### config.mk
export PLATFORM = sky130hd
export DESIGN_NAME = lvl_intc
export DESIGN_NICKNAME = d
export VERILOG_FILES = /design/src/rtl/intc_pkg.sv /design/src/rtl/intc_cfg_bank.sv /design/src/rtl/intc_find_first.sv /design/src/rtl/intc_rd_path.sv /design/src/rtl/lvl_intc.sv
export SDC_FILE = /design/constraint.sdc
export NUM_CORES = 1
export LEC_CHECK = 0
export BUFFER_PORTS_ARGS = -buffer_cell sky130_fd_sc_hd__buf_2
export CAP_MARGIN = 5
export CORE_MARGIN = 2
export CORE_UTILIZATION = 40
export CTS_BUF_LIST = sky130_fd_sc_hd__clkbuf_4
export DETAILED_ROUTE_END_ITERATION = 8
export PLACE_DENSITY_LB_ADDON = 0.12
export SKIP_CTS_REPAIR_TIMING = 1
export SYNTH_ARGS = -nofsm -noshare
export SYNTH_HDL_FRONTEND = slang
export SYNTH_SLANG_ARGS = --single-unit
### constraint.sdc
create_clock -name clk -period 6.5 [get_ports clk]
set_input_delay 0.65 -clock clk [delete_from_list [all_inputs] [get_ports clk]]
set_output_delay 0.65 -clock clk [all_outputs]
set_load 0.02 [all_outputs]
### src/rtl/intc_pkg.sv
package intc_pkg;
  localparam int unsigned BUS_DW = 32;

  typedef struct packed {
    logic fast;
    logic norm;
  } route_t;
endpackage

### src/rtl/intc_cfg_bank.sv
module intc_cfg_bank #(
  parameter int unsigned N_SRC  = 64,
  parameter int unsigned WORD_W = 10
) (
  input  logic              clk,
  input  logic              rst,
  input  logic              wr_en,
  input  logic [WORD_W-1:0] wr_word,
  input  intc_pkg::route_t  wr_route,
  output logic [N_SRC-1:0]  norm_en,
  output logic [N_SRC-1:0]  fast_en
);
  for (genvar n = 0; n < N_SRC; n++) begin : g_src
    always_ff @(posedge clk) begin
      if (rst) begin
        norm_en[n] <= 1'b0;
        fast_en[n] <= 1'b0;
      end else if (wr_en && (wr_word == WORD_W'(n))) begin
        norm_en[n] <= wr_route.norm;
        fast_en[n] <= wr_route.fast;
      end
    end
  end
endmodule

### src/rtl/intc_find_first.sv
module intc_find_first #(
  parameter int unsigned N     = 64,
  parameter int unsigned IDX_W = $clog2(N)
) (
  input  logic [N-1:0]     req,
  output logic             found,
  output logic [IDX_W-1:0] idx
);
  always_comb begin
    found = 1'b0;
    idx   = '0;
    for (int i = N - 1; i >= 0; i--) begin
      if (req[i]) begin
        found = 1'b1;
        idx   = IDX_W'(i);
      end
    end
  end
endmodule

### src/rtl/intc_rd_path.sv
module intc_rd_path #(
  parameter int unsigned N_SRC    = 64,
  parameter int unsigned WORD_W   = 10,
  parameter int unsigned SRC_W    = 6,
  parameter int unsigned SEL_WORD = 65,
  parameter int unsigned NORM_BIT = 5,
  parameter int unsigned FAST_BIT = 6,
  parameter int unsigned PEND_BIT = 6
) (
  input  logic                          clk,
  input  logic                          rst,
  input  logic                          rd_en,
  input  logic [WORD_W-1:0]             rd_word,
  input  logic [N_SRC-1:0]              norm_en,
  input  logic [N_SRC-1:0]              fast_en,
  input  logic                          sel_pend,
  input  logic [SRC_W-1:0]              sel_num,
  output logic                          rsp_valid,
  output logic [intc_pkg::BUS_DW-1:0]   rsp_data
);
  localparam int unsigned DW = intc_pkg::BUS_DW;

  logic [DW-1:0] rd_mux;
  logic [SRC_W-1:0] src_idx;

  assign src_idx = rd_word[SRC_W-1:0];

  always_comb begin
    rd_mux = '0;
    if (rd_word < WORD_W'(N_SRC)) begin
      rd_mux[NORM_BIT] = norm_en[src_idx];
      rd_mux[FAST_BIT] = fast_en[src_idx];
    end else if (rd_word == WORD_W'(SEL_WORD)) begin
      rd_mux[PEND_BIT]    = sel_pend;
      rd_mux[SRC_W-1:0]   = sel_num;
    end
  end

  always_ff @(posedge clk) begin
    if (rst) begin
      rsp_valid <= 1'b0;
      rsp_data  <= '0;
    end else begin
      rsp_valid <= rd_en;
      rsp_data  <= rd_en ? rd_mux : '0;
    end
  end
endmodule

### src/rtl/lvl_intc.sv
module lvl_intc #(
  parameter int unsigned N_SRC    = 64,
  parameter int unsigned ADDR_W   = 12,
  parameter int unsigned SEL_ADDR = 'h104,
  parameter int unsigned NORM_BIT = 5,
  parameter int unsigned FAST_BIT = 6,
  parameter int unsigned PEND_BIT = 6
) (
  input  logic              clk,
  input  logic              rst,
  input  logic [N_SRC-1:0]  src_i,
  input  logic              req_valid,
  output logic              req_ready,
  input  logic              req_write,
  input  logic [ADDR_W-1:0] req_addr,
  input  logic [31:0]       req_wdata,
  output logic              rsp_valid,
  output logic [31:0]       rsp_rdata,
  output logic              irq_o,
  output logic              fiq_o
);
  localparam int unsigned SRC_W    = $clog2(N_SRC);
  localparam int unsigned WORD_W   = ADDR_W - 2;
  localparam int unsigned SEL_WORD = SEL_ADDR >> 2;

  logic [WORD_W-1:0] word;
  logic              wr_en;
  logic              rd_en;
  intc_pkg::route_t  wr_route;
  logic [N_SRC-1:0]  norm_en;
  logic [N_SRC-1:0]  fast_en;
  logic [N_SRC-1:0]  live;
  logic              any_live;
  logic [SRC_W-1:0]  first_live;
  logic              sel_pend_q;
  logic [SRC_W-1:0]  sel_num_q;
  logic              irq_q;
  logic              fiq_q;
  logic              unused_bits;

  assign req_ready = ~rst;
  assign word      = req_addr[ADDR_W-1:2];
  assign wr_en     = req_valid && req_ready && req_write;
  assign rd_en     = req_valid && req_ready && !req_write;
  assign wr_route  = '{fast: req_wdata[FAST_BIT], norm: req_wdata[NORM_BIT]};
  assign unused_bits = ^{req_addr[1:0], req_wdata};

  intc_cfg_bank #(.N_SRC(N_SRC), .WORD_W(WORD_W)) u_cfg (
    .clk(clk), .rst(rst), .wr_en(wr_en), .wr_word(word), .wr_route(wr_route),
    .norm_en(norm_en), .fast_en(fast_en)
  );

  assign live = src_i & (norm_en | fast_en);

  intc_find_first #(.N(N_SRC), .IDX_W(SRC_W)) u_pick (
    .req(live), .found(any_live), .idx(first_live)
  );

  always_ff @(posedge clk) begin
    if (rst) begin
      irq_q      <= 1'b0;
      fiq_q      <= 1'b0;
      sel_pend_q <= 1'b0;
      sel_num_q  <= '0;
    end else begin
      irq_q      <= |(src_i & norm_en);
      fiq_q      <= |(src_i & fast_en);
      sel_pend_q <= any_live;
      sel_num_q  <= any_live ? first_live : '0;
    end
  end

  assign irq_o = irq_q;
  assign fiq_o = fiq_q;

  intc_rd_path #(
    .N_SRC(N_SRC), .WORD_W(WORD_W), .SRC_W(SRC_W), .SEL_WORD(SEL_WORD),
    .NORM_BIT(NORM_BIT), .FAST_BIT(FAST_BIT), .PEND_BIT(PEND_BIT)
  ) u_rd (
    .clk(clk), .rst(rst), .rd_en(rd_en), .rd_word(word),
    .norm_en(norm_en), .fast_en(fast_en),
    .sel_pend(sel_pend_q), .sel_num(sel_num_q),
    .rsp_valid(rsp_valid), .rsp_data(rsp_rdata)
  );
endmodule

==> reports/results.txt, run 1 <==
status = finished, final reports clean
H-tree lvl count = 4
layout cell share with drive strength beyond 1 = 15.7%
Fmax achieved = 347 MHz
most frequent cells in the layout = nand2_1, o21ai_0, dfxtp_1
die area = 22,300 um2
Fill cells = 2,183
Placed Cells incl. Taps = 1,368
CP arrival = 3.36 ns
Gate power share = 8.9%
final setup violation count = 0
Num Clock Sinks = 145
post-synthesis cell count = 1,065
Main synth FF type = dfxtp_1
Yosys warning count = 0
Sequential Power Share = 57.1%
CP Data Required Time = 6.98 ns
FF-to-FF path depth = 7
post-synthesis mux area share = 14.2%
HPWL Detailed = 20,000 um
post-synthesis sequential area ratio = 34.3%
CTS tree = done
ranking of synthesized cells by area = dfxtp_1, mux4_2, o21ai_0
initial antenna violation count = 1
Vias = 8,385
most common cell after layout, fill and taps aside = nand2_1
Multi-input gate area = 5180 um2
Die Y-Extent = 149 um
Worst slew margin = 25.9%
Layout Nets = 1,224
count of final max-slew check failures = 0
num rows = 53
dominant cell type by area after synthesis = dfxtp_1
Cell Area, Synth = 8460 um2
global-route wire length before repair = 43,500 um
DRT antenna net count = 0
RePlAce Congestion = 0.885
Startpoint Class = primary input
syn_area_per_cell = 7.95 um2
synth-to-layout area growth = 8.41%
Initial Util = 40.5%
routed vias/inst = 5.99
Crit Path Max Fanout = 28
setup_tns = 0 ns
Reg clk slew, reported paths = 0.13 ns
Final period util = 44.3%
Setup Skew = 0.0202 ns
total gr overflow = 0
peak supply drop = 0.0000856 V
Switching Power = 0.448 mW
Power Dens Cells = 170 nW/um2
CP Launch Point = req_addr[2]
final std cells w/o fill = 1,401
fin crit period = 2.88 ns
Slew @ Worst Pin = 1.11 ns
unrepaired setup endpoints after global routing = false
synth unique cells = 57
CTS Buf Count = 17
Worst setup EP type = flip-flop
Leakage = 3.55 nW
CP Class = primary input to flip-flop
max-cap check violation count = 0
mean routed wirelength per cell = 20.2 um
core area = 20,900 um2
die width = 149 um
post-synth top area share = 34.3%
drt first pass iters = 8
count of state elements after synthesis = 145
DRT iter0 DRCs = 788
worst skew pair latency = 0.59 ns
largest net degree at the start of global routing = 70
final hold violation count = 0
CP endpoint = u_rd.rsp_data[6]
DR DRC count = 0
internal reg-to-reg setup slack = 3.92 ns
CTS Root Cell = clkbuf_4
capturing point of the worst reg2reg path = sel_num_q[1]
clock power share = 34.0%
Seq. cell area = 2900 um2
Post-Synth XOR/XNOR Area = 0%
Post-Synth Simple-Gate Area = 20.2%
EDFF count, synth = 0
Port Buffers = 90
GRT Total Usage = 25.5%
CTS Buffer Depth = 2
Worst R2R Start = u_cfg.fast_en[49]
Final Core Density = 43.9%
combinational family with the most area after synthesis = compound AO/OA/AOI/OAI gates
switching share of power = 28.8%
io pins = 148
FFs w/ async S/R, synth = 0%
adder-cell area share of the yosys netlist = 0%
final wirelength = 28,300 um
Synth Area in Compound Gates = 25.7%
number of global-route vias before repair = 7,602
cell-internal power = 1.11 mW
Hold WC Path Type = primary input to flip-flop
==> cells by family (layout without fill, tap and decap cells) <==
logic type	Yosys count	in the layout
and+or+nand+nor	384	384
buffers and inverters	97	133
muxes	72	72
DFF	145	145
other	1	26
AOI/OAI and AO/OA	366	366
==> sequential cells by signal, indices dropped and copies added, names as in the netlist <==
name / cells
u_rd.rsp_data: 7
u_cfg.fast_en: 64
irq_o: 1
u_rd.rsp_valid: 1
u_cfg.norm_en: 64
sel_pend_q: 1
fiq_o: 1
sel_num_q: 6
==> critical path, cell delays in order <==
cell	delay [ns]
buf_2	0.71
buf_4	0.43
mux4_2	0.56
mux4_2	0.50
mux2_2	0.32
nand3_1	0.09
nand3_1	0.07
==> per-stage QoR <==
stage / hold WS (ns) / power, mW / area [um2] / setup slack (ns)
global placement: 0.411 / 1.05 / 8940 / 2.97
floorplan: 0.406 / 0.996 / 8550 / 3.94
finish: 0.336 / 1.56 / 9180 / 3.62
global route: 0.326 / 1.61 / 9180 / 3.45
detailed placement: 0.411 / 1.05 / 8940 / 2.97
CTS: 0.316 / 1.56 / 9170 / 3.60
==> power by group through the flow <==
stage / sequential, mW / clock [mW] / combinational [mW]
6_report: 0.889 / 0.529 / 0.139
5_1_grt: 0.889 / 0.574 / 0.149
4_1_cts: 0.889 / 0.537 / 0.138
3_5_place_dp: 0.909 / 0 / 0.138
3_3_place_gp: 0.909 / 0 / 0.138
2_1_floorplan: 0.909 / 0 / 0.0871
==> Yosys cell counts, drive strengths merged, types with 8 or more instances <==
library cell  number
nor2              91
a21oi            110
o21a               9
and2               8
nor4               8
mux2i             32
nand4             12
nand2b             8
nand3             40
nand2            177
o21ai            150
clkbuf            56
buf               35
dfxtp            145
nor3               8
mux4              38
a22o              14
a221oi            16
a22oi             36
==> area by class of cell <==
class,instances,area share (%)
antenna,1,0.0273
clock buffer,18,1.47
clock inverter,14,1.08
inverter,6,0.245
multi-input combinational,847,56.4
sequential,145,31.6
tap,275,3.75
timing repair buffer,95,5.37
==> routing by layer <==
metal	vias to the layer above	wire length [um]	global-route usage, %
li1	3961	-	-
met1	4025	12900	35.9
met2	357	12800	40.3
met3	42	2040	3.90
met4	0	559	7.95
met5	-	0	0
==> worst min-delay path by stage <==
stage,start,endpoint,cells past startpoint
final,req_valid,u_rd.rsp_valid,3
after floorplan,sel_num_q[0],u_rd.rsp_data[0],1
after detailed placement,sel_num_q[1],u_rd.rsp_data[1],1
after CTS,req_valid,u_rd.rsp_valid,3
after global routing,req_valid,u_rd.rsp_valid,3
after global placement,sel_num_q[4],u_rd.rsp_data[4],1
Power figures use the tool's default switching activity.
==> run 2, diff against run 1 <==
clock period = 2.74 ns   (was 6.5 ns; I/O delays follow)
==> reports/results.txt, run 2 (same netlist as run 1, synthesis figures left out) <==
switching share of power = 26.7% (-2.1 points)
Sequential Power Share = 52.4% (-4.7 points)
clock power share = 39.0% (+5.0 points)
Power Dens Cells = 425 nW/um2 (+150%)
DR DRC count = 0 (unchanged)
Critical-path top delay cell = o41ai_2
status = complete, but fails checks
CTS tree = done
core area = 20,900 um2 (unchanged)
Layout Nets = 1,247 (+1.9%)
setup_tns = 0 ns (unchanged)
Switching Power = 1.07 mW (+140%)
CTS Buf Count = 17 (unchanged)
mean routed wirelength per cell = 19.9 um (-1.6%)
CP arrival = 3.02 ns (-0.34 ns)
Gate power share = 8.6% (-0.3 points)
most common cell after layout, fill and taps aside = nand2_1
num rows = 53 (unchanged)
Setup Skew = 0.0147 ns (-0.00544 ns)
Vias = 8,346 (-0.47%)
Num Clock Sinks = 145 (unchanged)
final setup violation count = 0 (unchanged)
DRT iter0 DRCs = 636 (-19%)
CP Data Required Time = 3.26 ns (-3.72 ns)
Worst slew margin = 43.2% (+17 points)
max-cap check violation count = 0 (unchanged)
Die Y-Extent = 149 um (unchanged)
Hold WC Path Type = primary input to flip-flop
CTS Root Cell = clkbuf_4
Final Hold Slack = -0.0148 ns (-0.351 ns)
Worst setup EP type = flip-flop
failing checks = negative hold slack
Total Power = 4.02 mW (+160%)
unrepaired setup endpoints after global routing = false
worst skew pair latency = 0.58 ns (about the same)
Crit Path Max Fanout = 4 (-86%)
final wirelength = 28,300 um (+0.29%)
most frequent cells in the layout = nand2_1, o21ai_0, dfxtp_1
GRT Total Usage = 25.5% (+0.045 points)
Leakage = 3.71 nW (+4.3%)
combined buffer and inverter count along the critical path = 0 (-2)
fin crit period = 2.50 ns
Startpoint Class = flip-flop
CTS Buffer Depth = 2 (unchanged)
layout cell share with drive strength beyond 1 = 17.5% (+1.8 points)
Cell Chain, Critical Path = o21ai_0, or4b_1, a311o_1, nor3b_1, o41ai_2, a21oi_1, o21ai_1
HPWL Detailed = 20,800 um (+4.1%)
largest net degree at the start of global routing = 74 (+5.7%)
peak supply drop = 0.000266 V (+210%)
slowest stage delay, CP = 0.47 ns (-0.24 ns)
Reg clk slew, reported paths = 0.13 ns (about the same)
biggest regs = u_cfg.fast_en x64, u_cfg.norm_en x64, u_rd.rsp_data x7
count of final max-slew check failures = 0 (unchanged)
synth-to-layout area growth = 11.9%
DRT antenna net count = 0 (unchanged)
routed vias/inst = 5.84 (-2.3%)
final hold violation count = 1 (+1)
final std cells w/o fill = 1,428 (+1.9%)
drt first pass iters = 5 (-3)
CP Class = flip-flop to flip-flop
io pins = 148 (unchanged)
Placed Cells incl. Taps = 1,391 (+1.7%)
die area = 22,300 um2 (unchanged)
cell-internal power = 2.95 mW (+170%)
pre-CTS WS = 0.242 ns (-2.72 ns)
Initial Util = 40.5% (unchanged)
global-route wire length before repair = 43,700 um (+0.51%)
Port Buffers = 90 (unchanged)
H-tree lvl count = 4 (unchanged)
initial antenna violation count = 1 (unchanged)
Fill cells = 2,189 (+0.27%)
Slew @ Worst Pin = 0.852 ns (-0.259 ns)
RePlAce Congestion = 0.918 (+3.7%)
total gr overflow = 0 (unchanged)
Final period util = 91.3%
die width = 149 um (unchanged)
number of global-route vias before repair = 7,696 (+1.2%)
Crit path max-delay family = compound AO/OA/AOI/OAI gates
Fmax achieved = 400 MHz
Worst Slack Setup Final = 0.237 ns (-3.38 ns)
run 2: cell types whose count changed in the layout (fill, tap and decap cells not counted), sizes merged:
cell / before / now
clkbuf: 18 / 20
bufinv: 1 / 4
clkinv: 11 / 6
diode: 1 / 5
buf: 95 / 118
run 2: path summary, 6_finish.rpt:
check	from	endpoint	slack, ns	depth (start not counted)
worst max-delay path	u_cfg.norm_en[56]	sel_num_q[1]	0.24	7
worst min-delay path	req_valid	u_rd.rsp_valid	-0.01	3
worst max register to register	u_cfg.norm_en[56]	sel_num_q[1]	0.24	7
worst min register to register	sel_num_q[3]	u_rd.rsp_data[3]	0.45	1
run 2: layer usage:
layer,share of wire [%],GRT usage [%]
met1,47,36.4
met3,6.2,3.41
met5,0,0
met2,45,40.9
met4,1.7,6.48
run 2: stage by stage:
| step | instance area [um2] | util (%) |
|---|---|---|
| 6_report | 9470 | 45.4 |
| 4_1_cts | 9460 | 45.3 |
| 2_1_floorplan | 8550 | - |
| 3_3_place_gp | 9150 | 43.8 |
| 5_1_grt | 9470 | 45.4 |
| 3_5_place_dp | 9150 | 43.8 |
run 2: area by class of cell:
cell class	instances	area, um2	area share, %
diodes	5	12.5	0.132
flip-flops and latches	145	2900	30.6
inverters	6	22.5	0.238
well taps	275	344	3.63
repair buffers	118	701	7.40
clock buffers	20	150	1.58
clock inverters	12	165	1.74
multi-input cells	847	5180	54.6
run 2: power groups by stage:
stage / Sequential (mW) / Combinational (mW) / Clock, mW
final: 2.11 / 0.345 / 1.57
after global routing: 2.11 / 0.369 / 1.68
after CTS: 2.11 / 0.343 / 1.60
after detailed placement: 2.16 / 0.342 / 0
after global placement: 2.16 / 0.342 / 0
after floorplan: 2.16 / 0.207 / 0
run 2: tightest hold or removal path: cells and delay by family:
family,cells,cell delay [ns]
simple gates,2,0.16
buf+inv,1,0.09
